## src/rtl/irqc_pkg.sv

```systemverilog
package irqc_pkg;
  localparam int unsigned NSRC = 32;
  localparam int unsigned LVLW = 3;
  localparam int unsigned SRCW = $clog2(NSRC);
  localparam int unsigned NLVLREG = NSRC / 4;

  localparam logic [7:0] A_CTL   = 8'h00;
  localparam logic [7:0] A_MODE0 = 8'h04;
  localparam logic [7:0] A_MODE1 = 8'h08;
  localparam logic [7:0] A_LVL0  = 8'h10;
  localparam logic [7:0] A_LVLN  = 8'h2C;
  localparam logic [7:0] A_MASK  = 8'h40;
  localparam logic [7:0] A_CLR   = 8'h60;
  localparam logic [7:0] A_PEND  = 8'h80;
  localparam logic [7:0] A_CUR   = 8'hA0;

  localparam int unsigned CLR_EN_BIT = 8;

  typedef enum logic [1:0] {
    TRIG_LOW  = 2'b00,
    TRIG_HIGH = 2'b01,
    TRIG_FALL = 2'b10,
    TRIG_RISE = 2'b11
  } trig_e;
endpackage

```

## src/rtl/irqc_regs.sv

```systemverilog
module irqc_regs
  import irqc_pkg::*;
(
  input  logic                 clk,
  input  logic                 rst_n,
  input  logic                 wr_en,
  input  logic [7:0]           addr,
  input  logic [31:0]          wdata,
  input  logic [NSRC-1:0]      pend,
  input  logic [31:0]          cur_stat,
  output logic [31:0]          rdata,
  output logic                 en,
  output logic [2*NSRC-1:0]    mode_o,
  output logic [LVLW*NSRC-1:0] lvl_o,
  output logic [LVLW-1:0]      mask_o,
  output logic                 clr_vld,
  output logic [SRCW-1:0]      clr_idx
);
  logic                en_q;
  logic [31:0]         mode_q [2];
  logic [LVLW-1:0]     lvl_q  [NLVLREG][4];
  logic [LVLW-1:0]     mask_q;
  logic                lvl_hit;
  logic [2:0]          lvl_sel;

  assign lvl_hit = (addr >= A_LVL0) && (addr <= A_LVLN) && (addr[1:0] == 2'b00);
  assign lvl_sel = 3'((addr - A_LVL0) >> 2);

  always_ff @(posedge clk or negedge rst_n) begin
    if (!rst_n) begin
      en_q      <= 1'b0;
      mode_q[0] <= '0;
      mode_q[1] <= '0;
      mask_q    <= '0;
      for (int r = 0; r < NLVLREG; r++)
        for (int f = 0; f < 4; f++) lvl_q[r][f] <= '0;
    end else if (wr_en) begin
      if (addr == A_CTL)   en_q      <= wdata[0];
      if (addr == A_MODE0) mode_q[0] <= wdata;
      if (addr == A_MODE1) mode_q[1] <= wdata;
      if (addr == A_MASK)  mask_q    <= wdata[LVLW-1:0];
      if (lvl_hit)
        for (int f = 0; f < 4; f++) lvl_q[lvl_sel][f] <= wdata[f*8 +: LVLW];
    end
  end

  assign clr_vld = wr_en && (addr == A_CLR) && wdata[CLR_EN_BIT];
  assign clr_idx = wdata[SRCW-1:0];
  assign en      = en_q;
  assign mask_o  = mask_q;

  for (genvar n = 0; n < NSRC; n++) begin : g_src
    localparam int R = (n % 16) / 2;
    localparam int F = (n / 16) * 2 + (n & 1);
    assign lvl_o[n*LVLW +: LVLW] = lvl_q[R][F];
    assign mode_o[2*n +: 2]      = mode_q[n/16][(n%16)*2 +: 2];
  end

  always_comb begin
    rdata = '0;
    if (lvl_hit) begin
      for (int f = 0; f < 4; f++) rdata[f*8 +: LVLW] = lvl_q[lvl_sel][f];
    end else begin
      case (addr)
        A_CTL:   rdata = {31'b0, en_q};
        A_MODE0: rdata = mode_q[0];
        A_MODE1: rdata = mode_q[1];
        A_MASK:  rdata = {{(32-LVLW){1'b0}}, mask_q};
        A_PEND:  rdata = pend;
        A_CUR:   rdata = cur_stat;
        default: rdata = '0;
      endcase
    end
  end

  // a mask write is held from the next cycle on
  p_mask_store_r5: assert property (@(posedge clk) disable iff (!rst_n)
    (wr_en && addr == A_MASK) |=> (mask_q == $past(wdata[LVLW-1:0])));
endmodule

```

## src/rtl/irqc_detect.sv

```systemverilog
module irqc_detect
  import irqc_pkg::*;
(
  input  logic              clk,
  input  logic              rst_n,
  input  logic [NSRC-1:0]   req_in,
  input  logic [2*NSRC-1:0] mode,
  input  logic              clr_vld,
  input  logic [SRCW-1:0]   clr_idx,
  output logic [NSRC-1:0]   pend
);
  logic [NSRC-1:0] prev_q;
  logic [NSRC-1:0] sticky_q;
  logic [NSRC-1:0] sticky_d;
  logic [NSRC-1:0] set_v;

  for (genvar n = 0; n < NSRC; n++) begin : g_det
    logic is_edge, pol, rise, fall, drop;
    assign is_edge     = mode[2*n+1];
    assign pol         = mode[2*n];
    assign rise        = req_in[n] & ~prev_q[n];
    assign fall        = ~req_in[n] & prev_q[n];
    assign set_v[n]    = is_edge & (pol ? rise : fall);
    assign drop        = ~is_edge | (clr_vld && clr_idx == SRCW'(n));
    assign sticky_d[n] = set_v[n] | (sticky_q[n] & ~drop);
    assign pend[n]     = sticky_q[n] | (~is_edge & (req_in[n] == pol));
  end

  always_ff @(posedge clk or negedge rst_n) begin
    if (!rst_n) begin
      prev_q   <= '0;
      sticky_q <= '0;
    end else begin
      prev_q   <= req_in;
      sticky_q <= sticky_d;
    end
  end

  // a clear with no fresh edge on that source empties its sticky bit
  p_clear_drops_r7: assert property (@(posedge clk) disable iff (!rst_n)
    (clr_vld && !set_v[clr_idx]) |=> !sticky_q[$past(clr_idx)]);
endmodule

```

## src/rtl/irqc_arb.sv

```systemverilog
module irqc_arb
  import irqc_pkg::*;
(
  input  logic                 en,
  input  logic [NSRC-1:0]      pend,
  input  logic [LVLW*NSRC-1:0] lvl,
  input  logic [LVLW-1:0]      mask,
  output logic                 found,
  output logic [SRCW-1:0]      win_idx,
  output logic [LVLW-1:0]      win_lvl
);
  logic [LVLW-1:0] best;

  // ascending scan with strict compare: ties stay with the lower number
  always_comb begin
    found   = 1'b0;
    best    = mask;
    win_idx = '0;
    for (int i = 0; i < NSRC; i++) begin
      if (en && pend[i] && (lvl[i*LVLW +: LVLW] > best)) begin
        found   = 1'b1;
        best    = lvl[i*LVLW +: LVLW];
        win_idx = SRCW'(i);
      end
    end
    win_lvl = found ? best : '0;
  end
endmodule

```

## src/rtl/irq_prio_ctrl.sv

```systemverilog
module irq_prio_ctrl
  import irqc_pkg::*;
(
  input  logic        clk,
  input  logic        rst_n,
  input  logic [31:0] req_in,
  input  logic        wr_en,
  input  logic [7:0]  addr,
  input  logic [31:0] wdata,
  output logic [31:0] rdata,
  output logic        irq_out
);
  logic                 en;
  logic [2*NSRC-1:0]    mode;
  logic [LVLW*NSRC-1:0] lvl;
  logic [LVLW-1:0]      mask;
  logic                 clr_vld;
  logic [SRCW-1:0]      clr_idx;
  logic [NSRC-1:0]      pend;
  logic                 found;
  logic [SRCW-1:0]      win_idx;
  logic [LVLW-1:0]      win_lvl;
  logic [31:0]          cs_d, cs_q;
  logic                 irq_q;

  irqc_regs u_regs (
    .clk(clk), .rst_n(rst_n), .wr_en(wr_en), .addr(addr), .wdata(wdata),
    .pend(pend), .cur_stat(cs_q), .rdata(rdata), .en(en), .mode_o(mode),
    .lvl_o(lvl), .mask_o(mask), .clr_vld(clr_vld), .clr_idx(clr_idx)
  );

  irqc_detect u_det (
    .clk(clk), .rst_n(rst_n), .req_in(req_in), .mode(mode),
    .clr_vld(clr_vld), .clr_idx(clr_idx), .pend(pend)
  );

  irqc_arb u_arb (
    .en(en), .pend(pend), .lvl(lvl), .mask(mask),
    .found(found), .win_idx(win_idx), .win_lvl(win_lvl)
  );

  always_comb begin
    cs_d        = '0;
    cs_d[16]    = ~found;
    cs_d[10:8]  = win_lvl;
    cs_d[4:0]   = win_idx;
  end

  always_ff @(posedge clk or negedge rst_n) begin
    if (!rst_n) begin
      cs_q  <= 32'h0001_0000;
      irq_q <= 1'b0;
    end else begin
      cs_q  <= cs_d;
      irq_q <= found;
    end
  end

  assign irq_out = irq_q;

  // a disabled controller drops the line on the next cycle
  p_irq_off_r2: assert property (@(posedge clk) disable iff (!rst_n)
    !en |=> !irq_out);

  // any winner is pending and sits above the mask
  p_win_above_mask_r5: assert property (@(posedge clk) disable iff (!rst_n)
    found |-> (win_lvl > mask && pend[win_idx]));
endmodule

```

## config.mk

```make
export PLATFORM = sky130hd
export DESIGN_NAME = irq_prio_ctrl
export DESIGN_NICKNAME = d
export VERILOG_FILES = /design/src/rtl/irqc_pkg.sv /design/src/rtl/irqc_regs.sv /design/src/rtl/irqc_detect.sv /design/src/rtl/irqc_arb.sv /design/src/rtl/irq_prio_ctrl.sv
export SDC_FILE = /design/constraint.sdc
export NUM_CORES = 1
export LEC_CHECK = 0
export ABC_AREA = 1
export CORE_MARGIN = 2
export CORE_UTILIZATION = 50
export CTS_CLUSTER_DIAMETER = 60
export CTS_CLUSTER_SIZE = 24
export DETAILED_ROUTE_END_ITERATION = 8
export DONT_BUFFER_PORTS = 1
export GPL_TIMING_DRIVEN = 0
export PLACE_DENSITY = 0.68
export SYNTH_ARGS = -nofsm -noshare
export SYNTH_HDL_FRONTEND = slang
export SYNTH_SLANG_ARGS = --single-unit
```

## constraint.sdc

```tcl
create_clock -name clk -period 42.1 [get_ports clk]
set_clock_uncertainty 0.05 [all_clocks]
set_input_delay 6.315 -clock clk [delete_from_list [all_inputs] [get_ports clk]]
set_output_delay 6.315 -clock clk [all_outputs]
set_load 0.02 [all_outputs]
```

Yosys cells after proc, flatten, opt, wreduce, memory -nomap -nowiden --
Index checks and enable logic that the tools add are counted.
Storage, ports and cells: register bits after elaboration 238, input bits 75, output and inout bits 33, word-level logic and storage cells 793
Operators by class: $add $sub $neg 1, magnitude comparators 36, eq/ne operators 69, multiplexer cells 152, bitwise logic cells 386, reduce and logical (&&, ||, !) cells 109
Operators with widths (count):
- $bwmux 96 | 4
- $pmux 32 s6 | 1
- $and 1x1->1 | 160
- $demux 12 s3 | 4
- $not 1->1 | 129
- $mux 3 | 42
- $logic_and 1x1->1 | 101
- $mux 5 | 20
- $gt 3x3->1 | 32
- $or 1x1->1 | 96
- $eq 5x5->1 const B | 16
- $mux 1 | 65
- $eq 5x4->1 const B | 8
- $bmux 12 s3 | 1
- $mux 12 | 3
- $eq 1x1->1 | 32
- $mux 4 | 8
- $eq 5x3->1 const B | 4
- $eq 8x7->1 const B | 2
- $eq 8x8->1 const B | 2
- $eq 5x2->1 const B | 2
- $reduce_and 2->1 | 5
- $mux 9 | 1
- $eq 8x3->1 const B | 1
- 13 further kinds | 14

Longest topological paths before layout --
depth in word-level cells 100, depth in mapped cells 237

Cells and area by module --
From an unflattened synthesis, not the netlist that was laid out.
Unflattened totals: cells, all modules 2402, area, all modules 16463.3 sq um
By module, submodules not included:
- irqc_regs | instances 1, cells each 1158, area each 8433.1 sq um, seq. area each 4103.9 sq um
- irqc_arb | instances 1, cells each 782, area each 4295.4 sq um, seq. area each 0.0 sq um
- irqc_detect | instances 1, cells each 450, area each 3475.8 sq um, seq. area each 1601.5 sq um
- irq_prio_ctrl | instances 1, cells each 12, area each 259.0 sq um, seq. area each 251.5 sq um

Worst setup path before layout --
Ideal clock, no wire load.
kind input-to-reg, start point input port req_in[0], end point register cs_q[10], setup time 113 ps, arrival time 36362 ps, data required time 41937 ps, setup slack 5576 ps, stages on the path 208, buffers on the path 0, path through inv_1 nand2_1 nand3_2 nand2_4 nand2_2 o21ai_0 ha_1 nor2_1 or2_1 nand3_2 nand3_4 nand2_4 nand2_1 o21ai_0 ha_1 nor2_1 or2_2 nand3_2 (+172 left out) ha_1 nand2_1 o21ai_0 nand3_1 inv_1 nand2_1 and2_1 ha_1 a21oi_1 o21ai_0 nand3_1 nand2_1 nor2_1 nand4_4 nand2_1 inv_1 nand2_1 inv_1
On the way: cells in the longest elaborated chain, start to end 100, elaborated cells between the ends (all ways) 132
Ends and longest elaborated chain:
- start, declared | line irq_prio_ctrl.sv:6 | input logic [31:0] req_in,
- $eq 1x1->1 * | line irqc_detect.sv:26 | assign pend[n] = sticky_q[n] | (~is_edge & (req_in[n] == pol));
- $and 1x1->1 * | line irqc_detect.sv:26
- $or 1x1->1 * | line irqc_detect.sv:26
- $logic_and 1x1->1 * (2 in a row) | line irqc_arb.sv:20 | if (en && pend[i] && (lvl[i*LVLW +: LVLW] > best)) begin
- $mux 3 | line irqc_arb.sv:20
- $gt 3x3->1 | line irqc_arb.sv:20
- $logic_and 1x1->1 | line irqc_arb.sv:20
- $mux 3 | line irqc_arb.sv:20
- (+85 left out)
- $logic_and 1x1->1 | line irqc_arb.sv:20
- $mux 3 | line irqc_arb.sv:20
- $gt 3x3->1 | line irqc_arb.sv:20
- $logic_and 1x1->1 | line irqc_arb.sv:20
- $mux 1 * | line irqc_arb.sv:20
- net found | line irq_prio_ctrl.sv:20 | logic found;
- $mux 3 * | line irqc_arb.sv:26 | win_lvl = found ? best : '0;
- net cs_d[10] | line irq_prio_ctrl.sv:23 | logic [31:0] cs_d, cs_q;
- end signal, assigned | line irq_prio_ctrl.sv:54 | cs_q <= cs_d;
- end, declared | line irq_prio_ctrl.sv:23
The timed path passes the listed nets; every way through them passes the cells marked *. A chain may end at the register's enable or synchronous reset.

Worst setup path in the final report --
start point input port req_in[0], end point register cs_q[8]
The elaborated chain is that of the path after synthesis.

==> impl_metrics.csv <==
group,metric,value,unit
place,placed_cell_area,16700,um^2
grt,grt_first_pass_wirelength,84.9,mm
clocking,cts_buffers,27,
drt,wl_met3,5.15,mm
min_path,hp-class,"reg2reg",
clocking,cts_tree,"yes",
logic_synthesis,synth_top_cell_by_area,"dfrtp_1",
clocking,cts_max_level,1,
critical_path,crit_start,"req_in[0]",
layout,drive_gt1_share,13.3,%
timing,max_slew_margin,5.29,%
layout,antenna_cells,0,
outcome,outcome,"completed",
clocking,hold_buffers,0,
timing,final_hold_viol_count,0,
logic_synthesis,synth_edf_count,0,
clocking,clk_latency,570,ps
drt,highest_layer,"met4",
critical_path,reg2reg_to,"cs_q[8]",
drt,drcViolationCount,0,
drt,num_vias,15600,
logic_synthesis,synth-main-ff-cell,"dfrtp_1",
run,maxCapViolCount,0,
logic_synthesis,ys_seq_area_share,36.9,%
drt,antenna_left,0,
critical_path,r2r.worst_path.cells,210,
critical_path,worstPathMaxFanout,9,
floorplan,ios,108,
layout,fill_cells,3080,
critical_path,cp_slowest_cell,"ha_1",
drt,drt-total-wl,55.5,mm
clocking,cts.sinks,238,
logic_synthesis,yosys-top-cells-count,"570 x nand2_1, 275 x inv_1, 237 x dfrtp_1, 233 x o21ai_0, 137 x nand3_1",
logic_synthesis,ys_seq_elements,238,
grt,grt_use_total,33.0,%
logic_synthesis,yosysTopAreaCellShare,36.7,%
min_path,hp-start,"u_regs.lvl_o[87]",
drt,wl_met1,24.1,mm
clocking,path_clk_slew,70,ps
logic_synthesis,avgSynthCellArea,7.39,um^2
floorplan,die-area,33800,um^2
drt,via_per_inst,5.92,
critical_path,startpoint_type,"input pin",
floorplan,core_area,31700,um^2
critical_path,reg2reg_slack,7690,ps
power_and_ir_drop,clkPwrFrac,39.4,%
critical_path,critPathCaptureType,"flip-flop",
logic_synthesis,netlist_area,16200,um^2
place,port-buffer-count,0,
drt,drt-initial-drc-count,1632,
clocking,cts_root_buf,"clkbuf_16",
power_and_ir_drop,p_sw_share,35.2,%
drt,wl_met2,24.4,mm
timing,min_period,39270,ps
timing,setup_violations,0,
grt,grt_overflow,0,
drt,firstDrtPassIters,5,
layout,final_nets,2328,
logic_synthesis,synth_nets,2299,
power_and_ir_drop,power_frac_seq,39.3,%
layout,postLayoutCellArea,17600,um^2
logic_synthesis,netlist_instances,2186,
place,routabilityCongestion,0.972,
timing,period_share,93.3,%
critical_path,path_class,"in2reg",
critical_path,cp_slowest_stage_delay,310,ps
place,dp_hpwl,42.3,mm
floorplan,fp.dieW,184,um
timing,timing.fmax,25.5,MHz
critical_path,cp_data_arrival_time,39660,ps
logic_synthesis,async_flop_share,100,%
grt,antenna_found_initial,0,
critical_path,critical_path.endpoint,"cs_q[8]",
timing,worst_pin_slew,1410,ps
grt,grt_max_degree,239,
grt,grt_pass1_vias,14731,
clocking,cts_setup_buffers,0,
critical_path,path_common_cell,"o21ai_0",
logic_synthesis,yosysMostFrequentCell,"nand2_1",
power_and_ir_drop,internal-power,418,uW
power_and_ir_drop,comb_power_share,21.3,%
critical_path,worstPathRequired,42490,ps
clocking,clk_path_buf_depth,3,
power_and_ir_drop,p_leak,0.00834,uW
layout,area_growth,9.06,%
critical_path,worstReg2RegStart,"u_regs.mask_o[2]",
logic_synthesis,ys_types,48,
layout,utilization,55.6,%
timing,finalMaxSlewViolations,0,
drt,wl_per_cell,21.1,um
power_and_ir_drop,p_per_area,36.6,nW/um^2
power_and_ir_drop,max-vdd-ir-drop,0.0454,mV
power_and_ir_drop,p_switching,227,uW
floorplan,fp-row-count,65,
floorplan,start_util,50.9,%
logic_synthesis,synth_top_cells_by_area,"dfrtp_1 37%, nand2_1 13%, o21ai_0 7.2%, inv_1 6.4%, nand3_1 4.2%",
logic_synthesis,yosys_warnings,0,
floorplan,die_h,184,um
timing repair:
item | in CTS | in global routing
gates resized for setup | 0 | 21
setup endpoints to repair | 0 | 10
endpoints found under the hold margin | 0 | 0
routing by layer:
layer,global-route usage [%],vias up
li1,-,7334
met1,47.3,7451
met2,51.2,704
met3,5.39,111
met4,10.0,0
met5,0,-
through the flow:
| step | setup slack (ps) | total power (uW) | std cells | setup TNS [ps] | hold WS [ps] |
|---|---|---|---|---|---|
| global route | -21.8 | 672 | 2637 | -21.8 | 455 |
| CTS | 1360 | 644 | 2637 | 0 | 441 |
| finish | 2830 | 645 | 2637 | 0 | 436 |
| detailed placement | 993 | 392 | 2588 | 0 | 423 |
| floorplan | 5580 | 359 | 2186 | 0 | 403 |
| global placement | 1620 | 389 | 2588 | 0 | 415 |
logic make-up (layout without fill, tap and decap cells):
kind of cell             Yosys count  in the layout  synth area share [%]
AND/OR/NAND/NOR                 1076           1076                  34.7
adder cells (fa/ha/maj)           38             38                  2.94
buffers and inverters            376            425                  9.18
flip-flops                       238            238                  36.9
AO/OA/AOI/OAI                    458            458                  16.4
layout by cell type, fill, tap and decap left out, types with 9 or more instances in the layout:
cell type	n
nand2_1	570
inv_1	275
dfrtp_1	237
o21ai_0	213
nand3_1	136
nor2_1	105
a21oi_1	79
nand2_2	72
nand3_2	61
clkbuf_1	54
o22ai_1	47
nand4_1	45
o211ai_1	41
ha_1	38
nand2_4	30
nand3_4	29
inv_2	28
clkbuf_16	27
o21ai_1	22
o221ai_1	17
a221oi_1	14
o31ai_1	9
layout make-up:
class	count	area (um^2)	share of cell area, %
buffer	61	254	1.44
sequential	238	5960	33.8
tap	402	503	2.85
clock buffer	27	676	3.83
inverter	315	1230	6.97
multi-input combinational	1572	8720	49.5
clock inverter	22	280	1.59
worst max-delay path: cells and delay by family:
kind | cells | cell delay (ps)
compound gates | 56 | 11260
fa+ha+maj | 31 | 8790
buf+inv | 3 | 270
simple gates | 118 | 12950
state kept, by name, indices dropped and copies added (netlist names):
signal	count
cs_q	9
irq_out	1
u_det.prev_q	32
u_det.sticky_q	32
u_regs.en	1
u_regs.lvl_o	96
u_regs.mask_o	3
u_regs.mode_o	64
power by group through the flow:
stage                     Clock, uW  Combinational [uW]  Sequential [uW]
after floorplan                   0                 105              254
after global placement            0                 132              257
after detailed placement          0                 134              257
after CTS                       255                 135              253
after global routing            265                 152              255
final                           254                 137              253
worst min path at each step:
stage                             endpoint  slack, ps  depth (start not counted)
after detailed placement   u_regs.lvl_o[3]        420                          2
after global placement    u_regs.lvl_o[27]        410                          2
after floorplan            u_regs.lvl_o[0]        400                          2
after CTS                  u_regs.lvl_o[3]        440                          2
after global routing      u_regs.lvl_o[81]        450                          2
final                     u_regs.lvl_o[87]        440                          2
No activity file was read; power rests on OpenSTA's default activity.
